===== src/rtl/spi_eng_pkg.sv =====
// Shared types of the SPI shift engine.
// Assumes the control word layout is fixed at 10 bits.
package spi_eng_pkg;
    localparam int CTRL_W = 10;

    typedef enum logic [1:0] {
        XM_DUPLEX  = 2'd0,
        XM_TX_ONLY = 2'd1,
        XM_RX_ONLY = 2'd2,
        XM_EEPROM  = 2'd3
    } xfer_mode_e;

    typedef struct packed {
        logic [1:0] mode;
        logic       cpol;
        logic       cpha;
        logic [1:0] frf;
        logic [3:0] fsz_m1;
    } ctrl_t;

    typedef enum logic [1:0] {
        ST_IDLE  = 2'd0,
        ST_SHIFT = 2'd1,
        ST_HOLD  = 2'd2
    } eng_state_e;
endpackage


===== src/rtl/spi_clk_div.sv =====
// Half-period tick generator: while run is high, tick pulses once every
// `half` system clocks. Restart reloads the count so the first tick comes
// `half` clocks later. Assumes half >= 1 whenever run is high.
module spi_clk_div #(
    parameter int HALF_W = 15
) (
    input  logic              clk,
    input  logic              rst_n,
    input  logic              run,
    input  logic              restart,
    input  logic [HALF_W-1:0] half,
    output logic              tick
);
    logic [HALF_W-1:0] cnt_q;

    assign tick = run && !restart && (cnt_q == '0);

    // Down-counter that reloads after each tick or on restart.
    always_ff @(posedge clk) begin
        if (!rst_n) begin
            cnt_q <= '0;
        end else if (restart) begin
            cnt_q <= half - 1'b1;
        end else if (run) begin
            cnt_q <= (cnt_q == '0) ? half - 1'b1 : cnt_q - 1'b1;
        end
    end
endmodule


===== src/rtl/spi_frame_shifter.sv =====
// Transmit and receive shift registers of one frame. The transmit word is
// shifted left, and mosi shows bit fsz_m1, so data leaves MSB first. The
// receive register fills from the LSB. rx_next already holds a sample
// taken in this cycle. Assumes DW >= 16 so any 4-bit fsz_m1 is in range.
module spi_frame_shifter #(
    parameter int DW = 16
) (
    input  logic          clk,
    input  logic          rst_n,
    input  logic          load,
    input  logic [DW-1:0] load_word,
    input  logic          shift_en,
    input  logic          sample_en,
    input  logic [3:0]    fsz_m1,
    input  logic          miso,
    output logic          mosi,
    output logic [DW-1:0] rx_next
);
    logic [DW-1:0] tx_sr_q;
    logic [DW-1:0] rx_sr_q;
    logic [DW-1:0] rx_shifted;

    assign rx_shifted = {rx_sr_q[DW-2:0], miso};
    assign rx_next    = sample_en ? rx_shifted : rx_sr_q;
    assign mosi       = tx_sr_q[fsz_m1];

    // Load a new frame, or shift out and sample in on the chosen edges.
    always_ff @(posedge clk) begin
        if (!rst_n) begin
            tx_sr_q <= '0;
            rx_sr_q <= '0;
        end else if (load) begin
            tx_sr_q <= load_word;
            rx_sr_q <= '0;
        end else begin
            if (shift_en)  tx_sr_q <= tx_sr_q << 1;
            if (sample_en) rx_sr_q <= rx_shifted;
        end
    end
endmodule


===== src/rtl/spi_shift_engine.sv =====
// SPI master serial shift engine: pops words from a first-word
// fall-through TX FIFO, shifts frames on sclk/mosi/miso, pushes received
// frames to an RX FIFO and drives a one-hot slave select per burst.
// Assumes the configuration inputs are stable while busy is high. They
// are latched at burst start anyway.
module spi_shift_engine
    import spi_eng_pkg::*;
#(
    parameter int DW     = 16,
    parameter int DIV_W  = 16,
    parameter int FRM_W  = 16,
    parameter int NUM_SS = 4,
    localparam int SEL_W = (NUM_SS > 1) ? $clog2(NUM_SS) : 1
) (
    input  logic              clk,
    input  logic              rst_n,
    input  logic [CTRL_W-1:0] cfg_ctrl,
    input  logic [FRM_W-1:0]  cfg_rx_frames,
    input  logic [DIV_W-1:0]  cfg_div,
    input  logic [SEL_W-1:0]  cfg_target,
    input  logic              tx_empty,
    input  logic [DW-1:0]     tx_data,
    output logic              tx_pop,
    input  logic              rx_full,
    output logic              rx_push,
    output logic [DW-1:0]     rx_data,
    output logic              sclk,
    output logic              mosi,
    input  logic              miso,
    output logic [NUM_SS-1:0] ss_n,
    output logic              busy
);
    localparam int HALF_W = DIV_W - 1;

    eng_state_e        state_q;
    ctrl_t             cfg_in, cfg_q;
    logic [HALF_W-1:0] half_q, half_live, half_use;
    logic [SEL_W-1:0]  sel_q;
    logic [FRM_W-1:0]  frames_left_q;
    logic [4:0]        edge_q;
    logic              sclk_q, ss_act_q;
    logic              div_ok, start, tick, last_edge, more, next_frame;
    logic              rx_only, tx_only, load, shift_en, sample_en;
    xfer_mode_e        live_mode;

    assign cfg_in    = ctrl_t'(cfg_ctrl);
    assign half_live = cfg_div[DIV_W-1:1];
    assign div_ok    = (half_live != '0);
    assign half_use  = (state_q == ST_IDLE) ? half_live : half_q;

    // Direction in force: live while idle, latched during a burst; code 3 runs as duplex.
    always_comb begin
        live_mode = xfer_mode_e'((state_q == ST_IDLE) ? cfg_in.mode : cfg_q.mode);
        if (live_mode == XM_EEPROM) live_mode = XM_DUPLEX;
    end
    assign rx_only = (live_mode == XM_RX_ONLY);
    assign tx_only = (live_mode == XM_TX_ONLY);

    assign start      = (state_q == ST_IDLE) && div_ok && !tx_empty;
    assign last_edge  = (state_q == ST_SHIFT) && tick && (edge_q == {cfg_q.fsz_m1, 1'b1});
    assign more       = rx_only ? (frames_left_q != '0) : !tx_empty;
    assign next_frame = last_edge && more;
    assign load       = start || next_frame;
    assign tx_pop     = start || (next_frame && !rx_only);
    assign rx_push    = last_edge && !tx_only && !rx_full;

    // edge_q even means the coming edge is a leading one.
    assign sample_en = (state_q == ST_SHIFT) && tick && (cfg_q.cpha ? edge_q[0] : !edge_q[0]);
    assign shift_en  = (state_q == ST_SHIFT) && tick &&
                       (cfg_q.cpha ? (!edge_q[0] && edge_q != '0) : edge_q[0]);

    spi_clk_div #(.HALF_W(HALF_W)) u_div (
        .clk     (clk),
        .rst_n   (rst_n),
        .run     (state_q != ST_IDLE),
        .restart (start),
        .half    (half_use),
        .tick    (tick)
    );

    spi_frame_shifter #(.DW(DW)) u_shift (
        .clk       (clk),
        .rst_n     (rst_n),
        .load      (load),
        .load_word (rx_only ? '0 : tx_data),
        .shift_en  (shift_en),
        .sample_en (sample_en),
        .fsz_m1    (start ? cfg_in.fsz_m1 : cfg_q.fsz_m1),
        .miso      (miso),
        .mosi      (mosi),
        .rx_next   (rx_data)
    );

    // Burst sequencer: idle -> shifting frames -> half-period hold -> idle.
    always_ff @(posedge clk) begin
        if (!rst_n) begin
            state_q       <= ST_IDLE;
            cfg_q         <= '0;
            half_q        <= '0;
            sel_q         <= '0;
            frames_left_q <= '0;
            edge_q        <= '0;
            sclk_q        <= 1'b0;
            ss_act_q      <= 1'b0;
        end else begin
            case (state_q)
                ST_IDLE: begin
                    sclk_q <= cfg_in.cpol;
                    if (start) begin
                        state_q       <= ST_SHIFT;
                        cfg_q         <= cfg_in;
                        half_q        <= half_live;
                        sel_q         <= cfg_target;
                        frames_left_q <= cfg_rx_frames;
                        edge_q        <= '0;
                        ss_act_q      <= 1'b1;
                    end
                end
                ST_SHIFT: begin
                    if (tick) begin
                        sclk_q <= ~sclk_q;
                        edge_q <= edge_q + 1'b1;
                        if (last_edge) begin
                            if (more) begin
                                edge_q <= '0;
                                if (rx_only) frames_left_q <= frames_left_q - 1'b1;
                            end else begin
                                state_q <= ST_HOLD;
                            end
                        end
                    end
                end
                ST_HOLD: begin
                    if (tick) begin
                        state_q  <= ST_IDLE;
                        ss_act_q <= 1'b0;
                    end
                end
                default: state_q <= ST_IDLE;
            endcase
        end
    end

    assign sclk = sclk_q;
    assign busy = (state_q != ST_IDLE);

    // One active-low select line per slave, picked by the latched index.
    for (genvar g = 0; g < NUM_SS; g++) begin : g_ss
        assign ss_n[g] = !(ss_act_q && (sel_q == SEL_W'(g)));
    end

    // a pop only ever happens against a non-empty FIFO.
    assert_pop_needs_data_R6: assert property (@(posedge clk) disable iff (!rst_n)
        tx_pop |-> !tx_empty);
    // never write a full receive FIFO.
    assert_no_push_when_full_R10: assert property (@(posedge clk) disable iff (!rst_n)
        rx_push |-> !rx_full);
    // a transmit-only burst writes nothing back.
    assert_tx_only_silent_R8: assert property (@(posedge clk) disable iff (!rst_n)
        (busy && cfg_q.mode == XM_TX_ONLY) |-> !rx_push);
    // once the burst ends, every select line is released.
    assert_release_with_idle_R7: assert property (@(posedge clk) disable iff (!rst_n)
        $fell(busy) |-> (&ss_n));
    // an unusable divider keeps the engine idle.
    assert_slow_div_blocks_R5: assert property (@(posedge clk) disable iff (!rst_n)
        (!busy && !div_ok) |=> !busy);
    // sclk moves only on a divider tick while shifting.
    assert_sclk_on_tick_R4: assert property (@(posedge clk) disable iff (!rst_n)
        (state_q == ST_SHIFT && !tick) |=> $stable(sclk));
endmodule


===== config.mk =====
export PLATFORM = sky130hd
export DESIGN_NAME = spi_shift_engine
export DESIGN_NICKNAME = d
export VERILOG_FILES = /design/src/rtl/spi_eng_pkg.sv /design/src/rtl/spi_clk_div.sv /design/src/rtl/spi_frame_shifter.sv /design/src/rtl/spi_shift_engine.sv
export SDC_FILE = /design/constraint.sdc
export NUM_CORES = 1
export LEC_CHECK = 0
export ABC_AREA = 1
export BUFFER_PORTS_ARGS = -buffer_cell sky130_fd_sc_hd__buf_2
export CORE_UTILIZATION = 56
export CTS_CLUSTER_DIAMETER = 80
export DETAILED_ROUTE_END_ITERATION = 6
export GPL_ROUTABILITY_DRIVEN = 0
export PLACE_DENSITY_LB_ADDON = 0.1
export RECOVER_POWER = 100
export SLEW_MARGIN = 20
export SYNTH_ARGS = -nofsm -noshare
export SYNTH_HDL_FRONTEND = slang
export SYNTH_SLANG_ARGS = --single-unit

===== constraint.sdc =====
create_clock -name clk -period 2.5 [get_ports clk]
set_clock_uncertainty 0.2 [all_clocks]
set_input_delay 0.25 -clock clk [delete_from_list [all_inputs] [get_ports clk]]
set_output_delay 0.25 -clock clk [all_outputs]
set_load 0.05 [all_outputs]

==> summary.txt <==
Layout
  – Diode count: 0
  – Finished Core Util: between 70% and 80%
  – Post-layout nets: 1165
  – Leading cell type in the layout, fill and taps excluded: nand2_1
  – Synthesis-to-layout area growth: 29.09%
  – Post-Layout Cell Count: 1234
  – Design Area, Final: roughly 7800 um2
  – Fraction of final layout cells sized beyond drive strength 1: about a fifth
  – Most frequent cells in the layout: nand2_1 (220), inv_1 (117), nor2_1 (111), dfxtp_1 (91), nand3_1 (88)

Global routing
  – Initial antenna violation count: 0
  – Number of global-route vias before repair: approximately 6k
  – First-pass GRT wire length: between 20 and 30 mm
  – GRT Util Overall: ~29%
  – Largest net degree at the start of global routing: 55
  – Grt ovf: 0

Setup path
  – Startpoint types: register
  – R2R Setup Slk: approximately 150 ps
  – Critical path class: register to output pin
  – Crit. End Element: output pin
  – Reg2reg path depth: 11
  – RR Startpoint: u_div.cnt_q[0]
  – Data arrival, critical path: 2070 ps
  – Crit-path max FO: 8
  – Worst R2R End: edge_q[3]
  – Req. time, crit path: ~2100 ps

Synthesis
  – Post-synthesis mux area share: 0.3327%
  – Top cell type's share of synthesized area: a little under a third
  – Synth Instances: approximately 960
  – Dominant synthesized flop cell: dfxtp_1
  – Number of synthesized register bits: 96
  – Register area share after synthesis: roughly a third
  – Synth warn: 0
  – Synth Area in Compound Gates: between 10% and 20%
  – Synth Area in XOR/XNOR: a little over 3%
  – Post-Syn Area: 6017 um2
  – Top cells by area, synth: dfxtp_1 (32%), nand2_1 (14%), nand3_1 (7.6%), inv_1 (7.4%), o21ai_0 (7.1%)
  – Synth Area in Adders: 1.456%
  – EDFF count, synth: 0
  – Syn Area/Cell: around 6.3 um2
  – Syn_nets: slightly above 1k
  – Simple-Gate Fraction of Synth Area: around a third
  – Area leader, netlist: dfxtp_1
  – Post-synth ARST share: 0%
  – Post-synthesis cell type count: a little over 40
  – Main combinational cell family by area after synthesis: simple AND/OR/NAND/NOR gates

Floorplan
  – Initial Utilization: about three fifths
  – # IOs: 90
  – Core Region: 10370 um2
  – Die Area: between 10000 and 15000 um2
  – Row count: 37
  – Die extent in x: around 110 um
  – Die Y: ~110 um

Drt
  – Vias: ~6.5k
  – Vias per cell: about 5.3
  – Post-route ant nets: 0
  – Wire per inst: 13.37 um
  – DRC: 0
  – Pre-Repair DR Iteration Count: 5
  – Iter 0 DRT Violations: ~430
  – Final WL: between 15 and 20 mm

Clock network
  – Num CTS Buffers: 9
  – Clk_lat worst skew: 380 ps
  – Clock Path Buffers: 2
  – Root buf cell: clkbuf_8
  – Clk slew on worst S/H paths: about 100 ps
  – TritonCTS clock tree: built
  – Clock H-tree levels: 3
  – Clk sinks: 96

Placed design
  – DP Area: roughly 6600 um2
  – Pre-CTS WS: just under 80 ps
  – Placed instance count: 1167
  – Port buffer count: 86
  – DP HPWL: 10.47 mm

STA
  – Max Clock Freq: around 0.4 GHz
  – RSZ-0062 raised after global routing: yes
  – Max Slew Vio Count: 0
  – Final WS setup: -20.11 ps
  – Setup TNS: -26.10 ps
  – Final setup fails: 2
  – Slew HR: a little over three fifths
  – Final Hold Vio Count: 0
  – Slew @ Worst Pin: between 500 and 600 ps
  – WHS: around 14 ps
  – Final Critical Period: approximately 2500 ps
  – Fin crit share: 100.8%

Power and ir drop
  – Peak VDD IR: between 0.0003 and 0.0004 V
  – PD cells: 539.0 nW/um2
  – Tot Pwr: approximately 4.2 mW
  – P_leak: approximately 3.5 nW

Worst hold path
  – Hold_sp: tx_data[15]
  – WHS Path Cells: 5
  – Hold Path Sink: u_shift.tx_sr_q[15]
  – HP Class: input port to register

Status
  – Status: finished, violations left
  – Failing checks: setup timing

Job
  – Max Cap Violations: 0
## logic make-up (layout without fill, tap and decap cells)
group	after synthesis	after routing
and+or+nand+nor	482	483
AOI/OAI and AO/OA	186	186
buffers and inverters	165	303
DFF	96	96
xor gates and xnor gates	21	21
adders and majority gates	7	7
muxes	2	2
## critical path, stage by stage, from the launching register on
cell	delay, ps
dfxtp_2	350
inv_4	80
ha_4	130
nand3_2	80
nor2_2	120
nand2_2	110
clkinv_4	80
nand3_4	140
clkbuf_16	230
o21ai_4	180
buf_6	180
## metal layers
layer | vias up | global-route usage (%) | part of all wire (%)
li1 | 3341 | - | -
met2 | 165 | 49.39 | 49
met1 | 2995 | 37.29 | 45
met4 | 0 | 9.921 | 2.1
met5 | - | 0 | 0
met3 | 31 | 2.659 | 3.7
## timing repair
action                                  CTS  global route
gates cloned                              1             3
setup buffers                             4            11
hold buffers                             32             0
endpoints found under the hold margin    32             0
resized for setup                        74            48
endpoints found under the setup margin   18            37
pin swaps                                 1             8
## registers in the layout, indices dropped and copies added (netlist names), 2 cells and up
name             count
frames_left_q       16
u_shift.rx_sr_q     16
u_shift.tx_sr_q     16
half_q              15
u_div.cnt_q         15
cfg_q                7
edge_q               5
sel_q                2
state_q              2
## power breakdown
part	total [mW]	internal, mW	switching (mW)
Clock	1.00	0.384	0.616
Combinational	1.42	0.551	0.867
Sequential	1.77	1.66	0.111
## synth_stat cells, types with 2 or more instances
cell / number
buf_2: 13
a21oi_1: 68
nand2_1: 228
mux2i_1: 2
o21ai_2: 7
clkbuf_1: 15
nor2_2: 6
nand3_2: 6
inv_1: 119
ha_1: 7
buf_4: 3
xnor2_1: 6
a31oi_1: 2
nand2_2: 7
nand3_1: 91
o21ai_1: 14
o21ai_0: 85
o211ai_1: 4
nor3_1: 7
nand2_4: 3
nand3b_1: 3
nor2_4: 2
inv_2: 3
xor2_1: 15
dfxtp_1: 96
buf_6: 8
o22ai_1: 3
nand4_1: 11
nor2_1: 113
## worst max-delay path by stage
stage	from	endpoint	slack (ps)	cells past startpoint
6_report	u_div.cnt_q[0]	rx_data[1]	-20	10
3_3_place_gp	state_q[1]	mosi	80	11
2_1_floorplan	u_div.cnt_q[0]	u_shift.rx_sr_q[7]	-260	11
3_5_place_dp	cfg_div[1]	mosi	80	15
4_1_cts	state_q[1]	mosi	-10	13
5_1_grt	state_q[1]	mosi	-110	11
## layout make-up
type                       count  area, um2
fill                         852       2603
multi-input combinational    699       3685
clock inverter                 7      60.06
timing repair buffer         162       1316
clock buffer                   9      123.9
sequential                    96       1931
tap                          136      170.2
inverter                     125      481.7
Power figures use the tool's default switching activity.
